--- config.mk ---
export PLATFORM = sky130hd
export DESIGN_NAME = bus2ph_seq
export DESIGN_NICKNAME = d
export VERILOG_FILES = /design/src/rtl/bseq_pkg.sv /design/src/rtl/rdy_sync.sv /design/src/rtl/phase_fsm.sv /design/src/rtl/rd_capture.sv /design/src/rtl/bus2ph_seq.sv
export SDC_FILE = /design/constraint.sdc
export NUM_CORES = 1
export LEC_CHECK = 0
export BUFFER_PORTS_ARGS = -buffer_cell sky130_fd_sc_hd__buf_4
export CORE_UTILIZATION = 40
export DETAILED_ROUTE_END_ITERATION = 10
export MAX_ROUTING_LAYER = met4
export PLACE_DENSITY_LB_ADDON = 0.08
export SYNTH_ARGS = -nofsm -noshare
export SYNTH_HDL_FRONTEND = slang
export SYNTH_SLANG_ARGS = --single-unit
--- constraint.sdc ---
create_clock -name clk -period 2.87 [get_ports clk]
set_input_delay 0.4305 -clock clk [delete_from_list [all_inputs] [get_ports clk]]
set_output_delay 0.4305 -clock clk [all_outputs]
set_load 0.01 [all_outputs]
--- src/rtl/bseq_pkg.sv ---
package bseq_pkg;

  typedef enum logic [1:0] {
    PH_IDLE = 2'd0,
    PH_ADDR = 2'd1,
    PH_DATA = 2'd2
  } phase_t;

  // A phase may move on when stretching is off or the peripheral is ready.
  function automatic logic may_advance(input logic en, input logic rdy);
    return (!en) || rdy;
  endfunction

  function automatic phase_t next_phase(input phase_t cur,
                                        input logic   start,
                                        input logic   adv);
    phase_t nxt;
    nxt = cur;
    case (cur)
      PH_IDLE: if (start) nxt = PH_ADDR;
      PH_ADDR: if (adv)   nxt = PH_DATA;
      PH_DATA: if (adv)   nxt = PH_IDLE;
      default:            nxt = PH_IDLE;
    endcase
    return nxt;
  endfunction

  // Value placed on the address pins for a given phase.
  function automatic logic [63:0] pin_addr(input phase_t cur, input logic [63:0] a);
    return (cur == PH_IDLE) ? 64'd0 : a;
  endfunction

endpackage

--- src/rtl/rdy_sync.sv ---
module rdy_sync #(
  parameter int STAGES = 2
) (
  input  logic clk,
  input  logic rst_n,
  input  logic d,
  output logic q
);
  // Falling-edge sampling chain; resets to "ready" so an idle bus can start.
  generate
    if (STAGES <= 1) begin : g_single
      logic s;
      always_ff @(negedge clk or negedge rst_n) begin
        if (!rst_n) s <= 1'b1;
        else        s <= d;
      end
      assign q = s;
    end else begin : g_chain
      logic [STAGES-1:0] sh;
      always_ff @(negedge clk or negedge rst_n) begin
        if (!rst_n) sh <= '1;
        else        sh <= {sh[STAGES-2:0], d};
      end
      assign q = sh[STAGES-1];
    end
  endgenerate
endmodule

--- src/rtl/phase_fsm.sv ---
module phase_fsm
  import bseq_pkg::*;
(
  input  logic   clk,
  input  logic   rst_n,
  input  logic   start,
  input  logic   adv,
  output phase_t phase,
  output logic   in_idle,
  output logic   in_addr,
  output logic   in_data,
  output logic   finish
);
  phase_t ph_q;

  always_ff @(posedge clk or negedge rst_n) begin
    if (!rst_n) ph_q <= PH_IDLE;
    else        ph_q <= next_phase(ph_q, start, adv);
  end

  assign phase   = ph_q;
  assign in_idle = (ph_q == PH_IDLE);
  assign in_addr = (ph_q == PH_ADDR);
  assign in_data = (ph_q == PH_DATA);
  assign finish  = in_data && adv;
endmodule

--- src/rtl/rd_capture.sv ---
module rd_capture #(
  parameter int DW = 32
) (
  input  logic          clk,
  input  logic          rst_n,
  input  logic          finish,
  input  logic [DW-1:0] din,
  output logic [DW-1:0] rdata,
  output logic          done
);
  always_ff @(posedge clk or negedge rst_n) begin
    if (!rst_n) begin
      rdata <= '0;
      done  <= 1'b0;
    end else begin
      done <= finish;
      if (finish) rdata <= din;
    end
  end
endmodule

--- src/rtl/bus2ph_seq.sv ---
module bus2ph_seq
  import bseq_pkg::*;
#(
  parameter int AW          = 16,
  parameter int DW          = 32,
  parameter int SYNC_STAGES = 2
) (
  input  logic          clk,
  input  logic          rst_n,
  input  logic          rdy_en,
  input  logic          req_valid,
  output logic          req_ready,
  input  logic [AW-1:0] req_addr,
  output logic          done,
  output logic [DW-1:0] rdata,
  output logic          bus_frame,
  output logic          bus_rd,
  output logic [AW-1:0] bus_addr,
  input  logic [DW-1:0] bus_din,
  input  logic          bus_rdy_in
);
  localparam int PADW = 64 - AW;

  // Named internal events, exposed for the bound checker.
  logic    rdy_s;
  logic    rdy_ok;
  logic    start;
  logic    finish;
  logic    in_idle, in_addr, in_data;
  phase_t  phase_q;
  logic [AW-1:0] addr_q;
  logic [63:0]   addr_wide;

  rdy_sync #(.STAGES(SYNC_STAGES)) u_sync (
    .clk   (clk),
    .rst_n (rst_n),
    .d     (bus_rdy_in),
    .q     (rdy_s)
  );

  assign rdy_ok    = may_advance(rdy_en, rdy_s);
  assign req_ready = in_idle && rdy_ok;
  assign start     = req_valid && req_ready;

  phase_fsm u_fsm (
    .clk     (clk),
    .rst_n   (rst_n),
    .start   (start),
    .adv     (rdy_ok),
    .phase   (phase_q),
    .in_idle (in_idle),
    .in_addr (in_addr),
    .in_data (in_data),
    .finish  (finish)
  );

  always_ff @(posedge clk or negedge rst_n) begin
    if (!rst_n)     addr_q <= '0;
    else if (start) addr_q <= req_addr;
  end

  assign addr_wide = pin_addr(phase_q, {{PADW{1'b0}}, addr_q});
  assign bus_addr  = addr_wide[AW-1:0];
  assign bus_frame = in_addr;
  assign bus_rd    = in_addr;

  rd_capture #(.DW(DW)) u_cap (
    .clk    (clk),
    .rst_n  (rst_n),
    .finish (finish),
    .din    (bus_din),
    .rdata  (rdata),
    .done   (done)
  );

  logic unused_ok;
  assign unused_ok = ^{in_data, addr_wide[63:AW]};
endmodule

=== Yosys cells after proc, flatten, opt, wreduce, memory -nomap -nowiden ===
Index checks and enable logic that the tools add are counted.

* Bits in registers: 53
* Input port bits: 53
* Output and inout port bits: 52
* Logic and storage cells: 22

* Equality and inequality tests: 5
* Mux-type cells: 5
* Reductions and logical operators: 7

{| class="wikitable"
|+ Operators by type and width
! kind !! count
|-
| 2-to-1 mux 16 bit || 1
|-
| 2-to-1 mux 2 bit || 3
|-
| case mux 2 bit (3 select lines) || 1
|-
| inequality test 2 bit, second input constant || 2
|-
| logical AND 1 bit || 3
|-
| AND reduction 3 bit || 1
|-
| == test 2 x 1 -> 1 bit, second input constant || 1
|-
| == test 2 bit, second input constant || 1
|-
| zero test 2 bit || 1
|-
| inequality test 2 x 1 -> 1 bit, second input constant || 1
|-
| zero test 1 bit || 1
|-
| logical OR 1 bit || 1
|}

=== Logic depth before layout (Yosys ltp) ===
* Depth after elaboration: 6
* Gate-level depth with buffers: 4
* Mapped depth without buffers: 3

=== By module ===
Synthesis repeated with hierarchy kept, for this count alone.

* Cells, all modules: 138
* Area total of the unflattened synthesis: 2339.7 sq um

{| class="wikitable"
|+ Modules (own cells, without submodules)
! module !! times used !! cells an instance !! area each (sq um) !! sequential area each (sq um)
|-
| rd_capture || 1 || 69 || 1370.1 || 825.8
|-
| bus2ph_seq || 1 || 56 || 793.3 || 400.4
|-
| phase_fsm || 1 || 10 || 120.1 || 50.0
|-
| rdy_sync || 1 || 3 || 56.3 || 52.6
|}

==> impl_results.md <==
* Status: complete, but fails checks
* Violated checks: setup timing
* P&R area growth vs syn at 56.6%
* Switching share of total power at 28.8%
* Port buffer count at 104
* Crit Path Category: reg2out
* Endpoints failing setup at 34
* Multi-input gate area at 832 um^2
* First-pass GRT wire length at 6960 um
* Critical Path Start Type: flip-flop
* Clk_skew at 0.0529 ns
* Share of layout cells above drive strength 1 at 70.3%
* Crit path cell chain: and2b_2 -> nor3_4 -> buf_6
* Complex-gate fraction of the synthesized area at 0.638%
* Design Area, Final at 0.00338 mm^2
* Crit path required time at 2.44 ns
* DR pass1 iterations at 4
* Die Width at 75.4 um
* Root Buffer: clkbuf_8
* DRC at 0
* Die area at 0.00569 mm^2
* Diodes inserted at 0
* 1st-iter DRT viols at 46
* Peak supply drop at 0.408 mV
* H-tree depth at 2
* P_leak at 1.66 nW
* Max-slew violations at 0
* Initial core utilization at 41.9%
* CTS Buf Count at 5
* GRT Residual Overflow at 0
* Largest stage delay, worst path at 0.51 ns
* Worst Path Arrival at 2.81 ns
* Ys async rst share at 100%
* Hold violation total from the final report at 0
* Max clock buf depth at 2
* Max Cap Viol at 0
* CTS tree: yes
* Multiplexer share of the synthesized area at 26.8%
* CP Capture Type: primary output
* Synth top area share at 59.2%
* Xor/xnor cell area share of the yosys netlist at 0%
* Sw Pwr at 0.000929 W
* Ys Warns at 0
* Avg WL per Cell at 15.3 um
* Reg-to-reg slack, setup at -0.34 ns
* Synth area leaders: dfrtp_1 59%, mux2_2 19%, mux2_4 7.0%
* HP Class: in2reg
* Post-synthesis adder-cell area fraction at 0%
* Synthesized cell area at 0.00216 mm^2
* Largest net degree at the start of global routing at 46
* Synth Instances at 135
* Fillers at 398
* Met2 WL at 2580 um
* GRT Util Overall at 17.6%
* Synth area leader: dfrtp_1
* Syn_nets at 188
* Core Footprint at 0.00514 mm^2
* Drt via density at 4.67
* Sequential-to-total area share from yosys stat at 61.6%
* PwrDens at 957 mW/mm^2
* Crit-path slowest cell: dfstp_2
* Vias at 1,524
* Post-place instance area at 0.00304 mm^2
* Post-synth EDFFs at 0
* Cell internal pwr at 0.00230 W
* Syn Area/Cell at 16.0 um^2
* Met3 wire len at 323 um
* Least-Margin Pin Slew at 0.564 ns
* Register area at 0.00133 mm^2
* Vias in the first global route at 1,471
* Clk_lat worst skew at 0.35 ns
* Rows at 26
* DIE HEIGHT at 75.4 um
* Largest family of logic cells by synthesized area: multiplexers
* FF+latch count, synth at 53
* Critical path peak fanout at 2
* Wl on met1 at 1970 um
* Non-Filler Instances at 326
* Unrepaired setup endpoints after global routing: yes
* Clk pwr share at 18.1%
* Tot Pwr at 0.00323 W
* Final nets at 308
* Simple-Gate Fraction of Synth Area at 8.13%
* Clock sinks at 53
* Setup ws final at -0.374 ns
* Primary FF master, synth: dfrtp_1
* Sequential power share at 38.7%
* Post-route ant nets at 0
* Gpl congestion at 0.708
* Library cells used by synthesis at 18
* Top sig layer: met4
* Slew headroom at 62.4%
* Pre-CTS WS at -0.105 ns
* IO Pins at 105
* Routed wire length at 4980 um
* Comb pwr share at 43.2%
* Detailed placement HPWL at 3570 um
* Clock transition at path regs at 0.09 ns
* Initial antenna violation count at 0
* Buf/Inv on CP at 1
* Placed insts at 309
* Crit path max-delay family: flip-flops
path summary, 6_finish.rpt:
| kind | from | to | cells past startpoint |
|---|---|---|---|
| max | u_sync.g_chain.sh[1]$_DFF_NN1_ | req_ready | 3 |
| min | bus_din[11] | u_cap.rdata[11]$_DFFE_PN0P_ | 2 |
| max reg2reg | u_sync.g_chain.sh[1]$_DFF_NN1_ | u_cap.rdata[30]$_DFFE_PN0P_ | 6 |
| min reg2reg | u_sync.g_chain.sh[0]$_DFF_NN1_ | u_sync.g_chain.sh[1]$_DFF_NN1_ | 0 |
| max in group asynchronous | rst_n | u_sync.g_chain.sh[1]$_DFF_NN1_ | 2 |
| min in group asynchronous | rst_n | addr_q[13]$_DFFE_PN0P_ | 2 |
synth_stat cells (2+ instances only):
library cell  count
buf_6             4
dfrtp_1          51
dfstp_2           2
mux2_1            2
mux2_2           36
mux2_4           10
nand2b_1          2
nor2_4            2
nor2b_1          17
power by group through the flow:
stage	clock network (W)	registers [W]	logic, W
2_1_floorplan	0.00000655	0.00134	0.000529
3_5_place_dp	0.00000655	0.00126	0.00128
3_3_place_gp	0.00000655	0.00123	0.00124
6_report	0.000585	0.00125	0.00140
4_1_cts	0.000601	0.00124	0.00133
5_1_grt	0.000645	0.00129	0.00150
area by class of cell:
class / instances / share of cell area (%)
clock inverter: 5 / 2.15
timing repair buffer: 118 / 29.2
sequential: 53 / 39.3
multi-input combinational: 75 / 24.6
clock buffer: 5 / 2.04
tap: 70 / 2.59
per-layer routing:
metal	global-route usage, %	up-vias
met5	-	-
met4	7.00	0
met3	4.76	11
met2	29.2	65
met1	20.4	748
li1	-	700
state kept, by name, indices dropped and copies added, names as in the netlist:
signal	count
u_cap.rdata	32
addr_q	16
u_fsm.phase	2
u_sync.g_chain.sh	2
u_cap.done	1
cells by family after synthesis:
kind of cell           after synthesis
flip-flops                          53
AND/OR/NAND/NOR                     25
AO/OA/AOI/OAI                        2
multiplexers                        48
buffers and inverters                7
placed cells by master, fill, tap and decap left out:
cell,netlist,routed
a22o_1,1,1
dlygate4sd3_1,0,1
nand3_4,1,1
bufinv_16,0,2
buf_6,4,1
clkbuf_8,0,5
nor2_4,2,2
nor3_4,0,1
dfstp_2,2,2
clkinvlp_2,0,1
nand2b_1,2,2
clkbuf_16,0,2
nor2b_1,17,17
dfrtp_1,51,51
nand2_1,1,1
mux2_4,10,24
buf_8,0,3
buf_12,0,3
inv_1,1,2
buf_4,1,108
o21ai_0,1,1
and2b_2,0,1
mux2_2,36,24
repair_timing:
| action | in CTS | in global routing |
|---|---|---|
| setup buffers | 1 | 2 |
| pin swaps | 1 | 1 |
| endpoints found under the hold margin | 6 | 0 |
| cloned | 1 | 3 |
| hold buffers | 1 | 0 |
| setup endpoints to repair | 33 | 43 |
| resized for setup | 14 | 10 |
per-stage QoR:
stage / setup TNS (ns) / util (%) / hold WS (ns)
2_1_floorplan: -1.29 / - / 0.135
3_3_place_gp: -2.32 / 59.1 / 0.258
3_5_place_dp: -3.04 / 59.1 / 0.260
4_1_cts: -9.97 / 63.2 / 0.343
5_1_grt: -11.29 / 65.7 / 0.324
6_report: -10.01 / 65.7 / 0.352
Note: power is estimated with default switching activity, not from simulation.
